## src/rtl/ac_cmd_pkg.sv

```systemverilog
package ac_cmd_pkg;

  localparam int FRAME_BITS_D = 256;
  localparam int TAG_W_D      = 16;
  localparam int SLOT_W_D     = 20;
  localparam int IDX_W_D      = 7;
  localparam int DATA_W_D     = 16;

  typedef enum logic [1:0] {CMD_NONE, CMD_READ, CMD_WRITE} cmd_e;

  // Tag decode: frame valid, address slot valid, data slot valid,
  // strap identity and the read flag of the address slot.
  function automatic cmd_e classify(input logic fv, input logic av,
                                    input logic dv, input logic [1:0] id,
                                    input logic rd_flag);
    cmd_e res;
    res = CMD_NONE;
    if (fv) begin
      if (id == 2'b00) begin
        if (av && dv)       res = rd_flag ? CMD_READ : CMD_WRITE;
        else if (av && rd_flag) res = CMD_READ;
      end else if (!av && !dv) begin
        res = rd_flag ? CMD_READ : CMD_WRITE;
      end
    end
    return res;
  endfunction

  // First frame bit of a slot: slot 0 is the tag slot, later slots are SLOT_W wide.
  function automatic int slot_first(input int slot, input int tag_w, input int slot_w);
    return (slot == 0) ? 0 : tag_w + slot_w * (slot - 1);
  endfunction

endpackage

```

## src/rtl/ac_sync_edge.sv

```systemverilog
module ac_sync_edge (
  input  logic clk,
  input  logic rst_n,
  input  logic sync_in,
  output logic sync_rise
);
  logic sync_q;

  // Reset value 1: sync already high at release is not an edge.
  always_ff @(negedge clk or negedge rst_n) begin
    if (!rst_n) sync_q <= 1'b1;
    else        sync_q <= sync_in;
  end

  assign sync_rise = sync_in && !sync_q;

endmodule

```

## src/rtl/ac_frame_counter.sv

```systemverilog
module ac_frame_counter #(
  parameter int FRAME_BITS = 256,
  localparam int CW = $clog2(FRAME_BITS)
) (
  input  logic          clk,
  input  logic          rst_n,
  input  logic          restart,
  output logic          active,
  output logic [CW-1:0] cnt
);
  localparam logic [CW-1:0] LAST = CW'(FRAME_BITS - 1);

  always_ff @(negedge clk or negedge rst_n) begin
    if (!rst_n) begin
      active <= 1'b0;
      cnt    <= '0;
    end else if (restart) begin
      active <= 1'b1;
      cnt    <= '0;
    end else if (active) begin
      if (cnt == LAST) active <= 1'b0;
      else             cnt    <= cnt + 1'b1;
    end
  end

  AST_SYNC_RESTARTS: assert property (@(negedge clk) disable iff (!rst_n)
    restart |=> (active && cnt == '0));
  AST_CNT_STEP: assert property (@(negedge clk) disable iff (!rst_n)
    (active && !restart && cnt != LAST) |=> (active && cnt == $past(cnt) + 1'b1));

endmodule

```

## src/rtl/ac_slot_capture.sv

```systemverilog
module ac_slot_capture #(
  parameter int FIRST = 0,
  parameter int KEEP  = 3,
  parameter int CW    = 8
) (
  input  logic            clk,
  input  logic            rst_n,
  input  logic            active,
  input  logic [CW-1:0]   cnt,
  input  logic            bit_in,
  output logic [KEEP-1:0] q
);
  // The first KEEP bits of the slot land in q, MSB first; later bits are dropped.
  for (genvar g = 0; g < KEEP; g++) begin : g_bit
    localparam logic [CW-1:0] POS = CW'(FIRST + KEEP - 1 - g);
    always_ff @(negedge clk or negedge rst_n) begin
      if (!rst_n)                        q[g] <= 1'b0;
      else if (active && cnt == POS)     q[g] <= bit_in;
    end
  end

endmodule

```

## src/rtl/ac_cmd_decode.sv

```systemverilog
module ac_cmd_decode
  import ac_cmd_pkg::*;
#(
  parameter int IDX_W  = 7,
  parameter int DATA_W = 16
) (
  input  logic              clk,
  input  logic              rst_n,
  input  logic              frame_done,
  input  logic              restart,
  input  logic [2:0]        tags,
  input  logic              rd_flag,
  input  logic [IDX_W-1:0]  idx_in,
  input  logic [DATA_W-1:0] data_in,
  input  logic [1:0]        codec_id,
  output logic              rd_stb,
  output logic              wr_stb,
  output logic [IDX_W-1:0]  reg_idx,
  output logic [DATA_W-1:0] wr_val
);
  cmd_e cmd;
  logic fire;

  assign cmd  = classify(tags[2], tags[1], tags[0], codec_id, rd_flag);
  assign fire = frame_done && !restart;

  always_ff @(negedge clk or negedge rst_n) begin
    if (!rst_n) begin
      rd_stb  <= 1'b0;
      wr_stb  <= 1'b0;
      reg_idx <= '0;
      wr_val  <= '0;
    end else begin
      rd_stb <= fire && (cmd == CMD_READ);
      wr_stb <= fire && (cmd == CMD_WRITE);
      if (fire && cmd != CMD_NONE) reg_idx <= idx_in;
      if (fire && cmd == CMD_WRITE) wr_val <= data_in;
    end
  end

  AST_ONE_STROBE: assert property (@(negedge clk) disable iff (!rst_n)
    !(rd_stb && wr_stb));
  AST_RD_PULSE: assert property (@(negedge clk) disable iff (!rst_n)
    rd_stb |=> !rd_stb);
  AST_WR_PULSE: assert property (@(negedge clk) disable iff (!rst_n)
    wr_stb |=> !wr_stb);
  AST_READ_KEEPS_VAL: assert property (@(negedge clk) disable iff (!rst_n)
    rd_stb |-> $stable(wr_val));

endmodule

```

## src/rtl/ac_cmd_rx.sv

```systemverilog
module ac_cmd_rx
  import ac_cmd_pkg::*;
#(
  parameter int FRAME_BITS = FRAME_BITS_D,
  parameter int TAG_W      = TAG_W_D,
  parameter int SLOT_W     = SLOT_W_D,
  parameter int IDX_W      = IDX_W_D,
  parameter int DATA_W     = DATA_W_D
) (
  input  logic              bit_clk,
  input  logic              rst_n,
  input  logic              link_sync,
  input  logic              link_sdo,
  input  logic [1:0]        codec_id,
  output logic              rd_stb,
  output logic              wr_stb,
  output logic [IDX_W-1:0]  reg_idx,
  output logic [DATA_W-1:0] wr_val
);
  localparam int CW       = $clog2(FRAME_BITS);
  localparam int ADDR_KEEP = 1 + IDX_W;
  localparam int DONE_POS = slot_first(3, TAG_W, SLOT_W);
  localparam logic [CW-1:0] DONE_CNT = CW'(DONE_POS);

  // Named internal events
  logic          sync_rise;
  logic          active;
  logic [CW-1:0] cnt;
  logic          frame_done;
  logic [2:0]             tag_q;
  logic [ADDR_KEEP-1:0]   addr_q;
  logic [DATA_W-1:0]      data_q;

  ac_sync_edge u_edge (
    .clk(bit_clk), .rst_n(rst_n), .sync_in(link_sync), .sync_rise(sync_rise)
  );

  ac_frame_counter #(.FRAME_BITS(FRAME_BITS)) u_cnt (
    .clk(bit_clk), .rst_n(rst_n), .restart(sync_rise), .active(active), .cnt(cnt)
  );

  ac_slot_capture #(.FIRST(slot_first(0, TAG_W, SLOT_W)), .KEEP(3), .CW(CW)) u_tag (
    .clk(bit_clk), .rst_n(rst_n), .active(active), .cnt(cnt), .bit_in(link_sdo), .q(tag_q)
  );

  ac_slot_capture #(.FIRST(slot_first(1, TAG_W, SLOT_W)), .KEEP(ADDR_KEEP), .CW(CW)) u_addr (
    .clk(bit_clk), .rst_n(rst_n), .active(active), .cnt(cnt), .bit_in(link_sdo), .q(addr_q)
  );

  ac_slot_capture #(.FIRST(slot_first(2, TAG_W, SLOT_W)), .KEEP(DATA_W), .CW(CW)) u_data (
    .clk(bit_clk), .rst_n(rst_n), .active(active), .cnt(cnt), .bit_in(link_sdo), .q(data_q)
  );

  assign frame_done = active && (cnt == DONE_CNT);

  ac_cmd_decode #(.IDX_W(IDX_W), .DATA_W(DATA_W)) u_dec (
    .clk(bit_clk), .rst_n(rst_n), .frame_done(frame_done), .restart(sync_rise),
    .tags(tag_q), .rd_flag(addr_q[ADDR_KEEP-1]), .idx_in(addr_q[IDX_W-1:0]),
    .data_in(data_q), .codec_id(codec_id),
    .rd_stb(rd_stb), .wr_stb(wr_stb), .reg_idx(reg_idx), .wr_val(wr_val)
  );

  AST_STROBE_AFTER_DONE: assert property (@(negedge bit_clk) disable iff (!rst_n)
    (rd_stb || wr_stb) |-> $past(frame_done));
  AST_INVALID_NO_STROBE: assert property (@(negedge bit_clk) disable iff (!rst_n)
    (frame_done && !tag_q[2]) |=> (!rd_stb && !wr_stb));
  AST_SECONDARY_TAGGED: assert property (@(negedge bit_clk) disable iff (!rst_n)
    (frame_done && codec_id != 2'b00 && (tag_q[1] || tag_q[0])) |=> (!rd_stb && !wr_stb));
  AST_PRIMARY_WR_NEEDS_DATA: assert property (@(negedge bit_clk) disable iff (!rst_n)
    (frame_done && codec_id == 2'b00 && !tag_q[0]) |=> !wr_stb);
  AST_PRIMARY_NO_ADDR: assert property (@(negedge bit_clk) disable iff (!rst_n)
    (frame_done && codec_id == 2'b00 && !tag_q[1]) |=> (!rd_stb && !wr_stb));
  AST_IDLE_AFTER_RESET: assert property (@(negedge bit_clk) disable iff (!rst_n)
    !active |-> (!rd_stb && !wr_stb) or $past(active));

endmodule

```

## config.mk

```make
export PLATFORM = sky130hd
export DESIGN_NAME = ac_cmd_rx
export DESIGN_NICKNAME = d
export VERILOG_FILES = /design/src/rtl/ac_cmd_pkg.sv /design/src/rtl/ac_sync_edge.sv /design/src/rtl/ac_frame_counter.sv /design/src/rtl/ac_slot_capture.sv /design/src/rtl/ac_cmd_decode.sv /design/src/rtl/ac_cmd_rx.sv
export SDC_FILE = /design/constraint.sdc
export NUM_CORES = 1
export LEC_CHECK = 0
export CORE_AREA = 4 4 104 106
export DETAILED_ROUTE_END_ITERATION = 10
export DIE_AREA = 0 0 108 110
export PLACE_DENSITY_LB_ADDON = 0.08
export SKIP_CTS_REPAIR_TIMING = 1
export SYNTH_ARGS = -nofsm -noshare
export SYNTH_HDL_FRONTEND = slang
export SYNTH_HIERARCHICAL = 1
export SYNTH_SLANG_ARGS = --single-unit
```

## constraint.sdc

```tcl
create_clock -name bit_clk -period 2.4 [get_ports bit_clk]
set_input_delay 0.48 -clock bit_clk [delete_from_list [all_inputs] [get_ports bit_clk]]
set_output_delay 0.48 -clock bit_clk [all_outputs]
set_load 0.03 [all_outputs]
```

==> run metrics <==
clock tree root buffer cell=clkbuf_8; largest net degree at the start of global routing=28; Post-Syn Area=approximately 2900 um^2; max_slew headroom=between 50% and 60%; vias in the first global route=around 2100; Initial Utilization=between 30 and 40%; DIE AREA=11900 um^2; I/O Pins=31; H-Tree Depth=3; Via Count=between 2000 and 2500; max-slew violation count=0; post-layout net count=~300; Die H=between 100 and 150 um; Clock Path Buffers=2; Rows=36; Post-Syn Nets=about 230; antenna violations before repair=0; GPL Wtd Cong=around 0.8; setup_tns=-12.67 ns; clock latency on the worst-skew pair=~0.37 ns; area leader, netlist=dfrtn_1; ANT cells=0; critical path peak fanout=4; Reg area=approximately 1600 um^2; Detail Route Antenna Nets=0; first-pass GRT wire length=about 10000 um; type of the worst min-delay path=flop to flop; delay-heaviest family, CP=compound AO/OA/AOI/OAI gates; Main synth FF type=dfrtn_1; Max-Cap Viols=0; Worst Path Arrival=1.80 ns; outcome=finished, violations left; routed wire length=roughly 6600 um; area of the core=between 9000 and 10000 um^2; wire length per cell=15.1 um; Via density=about 4.7; Post-DP HPWL=4350 um; Synth cell types=52; final setup fails=48; Crit. End Element=flop; Yosys top cell area share=52.0%; Hold WS=around 0.43 ns; leakage=1.88 nW; top-count cell post-synth=dfrtn_1; Slowest-stage cell, CP=a211o_4; DRT Pass-1 Iters=4; DRC=0; cts bufs inserted=9; Buf/Inv on CP=2; Cells after Synth=between 200 and 250; Layout fillers=939; sequential fraction of the synthesis area=52.9%; Core Util, Final=40.9%; Worst-Margin Slew=between 0.6 and 0.7 ns; CP Cell Sequence=buf_8 -> nor2_4 -> or3_4 -> a211o_4 -> clkbuf_16 -> mux2_4; startpoint types=input port; RSZ-0062 raised after global routing=true; post-place setup slack=-1.11 ns; Die W=between 100 and 150 um; Clock Pin Slew Worst Setup and Hold Paths=0.05 ns; ranking of synthesized cells by area=dfrtn_1, mux2_2, mux2_4; Synth Area per Inst=between 10 and 15 um^2; #FFs+latches synth=62; pwr dens=702 nW/um^2; gr usage total=11.1%; synth-to-layout area growth=36.2%; required time of the critical path=approximately 1.4 ns; Total Power=around 2.8 mW; initial DRC count=64; Num Clock Sinks=62; Post-synth EDFFs=0; VDD IR max=roughly 480 uV; CTS tree=done; multi-input logic area=1330 um^2; Synth warnings=6; Commonest cells post-synth=dfrtn_1, mux2_2, nor3_1, mux2_1, mux2_4; asr flop ratio synth=100%; critical path's largest stage delay=around 0.4 ns; final hold violation count=0; clock skew=roughly 0.05 ns; failing checks=setup timing; WS Path Type=input port to flop; GR Overflow Total=0; port bufs=30; Setup WS post-layout=-0.426 ns; layout cells sized above 1=about 44%
==> cells in the final DEF, fill, tap and decap left out, types with 4 or more instances in the layout <==
cell type  Yosys  final
dfrtn_1       61     61
buf_4          0     32
mux2_2        30     29
buf_6          1     25
nor3_1        14     14
mux2_1        12     12
mux2_4         9     10
clkbuf_8       0      9
nand3_1        7      7
nand4_1        7      7
inv_1          7      7
nor3b_1        6      6
nor2_1         7      6
nand2_1        6      6
nand3b_1       5      5
buf_12         1      4
nor4_1         4      4
==> metrics by stage <==
| step | cells | instance area (um^2) |
|---|---|---|
| after floorplan | 225 | 2960 |
| after global placement | 407 | 3520 |
| after detailed placement | 407 | 3520 |
| after CTS | 423 | 3740 |
| after global routing | 436 | 4000 |
| final | 436 | 4000 |
==> per-layer routing <==
layer / GRT usage [%] / wire length [um] / part of all wire [%]
met5: 0 / 0 / 0
met4: 3.79 / 75 / 1.1
met3: 3.73 / 241 / 3.7
met2: 17.9 / 3110 / 47
met1: 14.0 / 3160 / 48
==> cells by family (layout without fill, tap and decap cells) <==
logic type                 after synthesis  count (layout)  share of synthesized area [%]
and+or+nand+nor                         84              84                           19.5
DFF                                     62              62                           52.9
muxes                                   52              52                           21.0
AOI/OAI and AO/OA                       13              13                           3.32
buffers and inverters                   13              91                           2.90
adders and majority gates                1               1                          0.426
==> worst paths after layout <==
| path | slack [ns] | depth (start not counted) | from | end |
|---|---|---|---|---|
| worst max-delay path | -0.43 | 6 | codec_id[1] | u_dec/wr_val[4] |
| worst min-delay path | 0.43 | 1 | u_data/q[9] | u_data/q[9] |
| worst max register to register | 0.25 | 6 | u_cnt/active | u_dec/wr_val[4] |
| worst min register to register | 0.43 | 1 | u_data/q[9] | u_data/q[9] |
| max in group asynchronous | 0.74 | 2 | rst_n | u_cnt/active |
| min in group asynchronous | 1.12 | 1 | rst_n | u_dec/reg_idx[4] |
==> final cells by class <==
class	instances	area share, %
timing repair buffer	68	17.9
clock buffer	10	3.19
tap	133	4.16
inverter	6	0.563
multi-input combinational	150	33.2
clock inverter	7	2.25
sequential	62	38.8
==> flip-flops by register name, summed over array words and instances (netlist names) <==
name	cells
u_data/q	16
u_dec/wr_val	16
u_addr/q	8
u_cnt/cnt	8
u_dec/reg_idx	7
u_tag/q	3
u_cnt/active	1
u_dec/rd_stb	1
u_dec/wr_stb	1
u_edge/sync_q	1
==> power by group <==
group | leakage [nW] | internal, mW | total [mW] | switching, mW
registers | 0.826 | 1.16 | 1.29 | 0.129
clock network | 0.112 | 0.585 | 0.999 | 0.414
logic | 0.947 | 0.250 | 0.521 | 0.271
(Power assumes the default switching activity.)
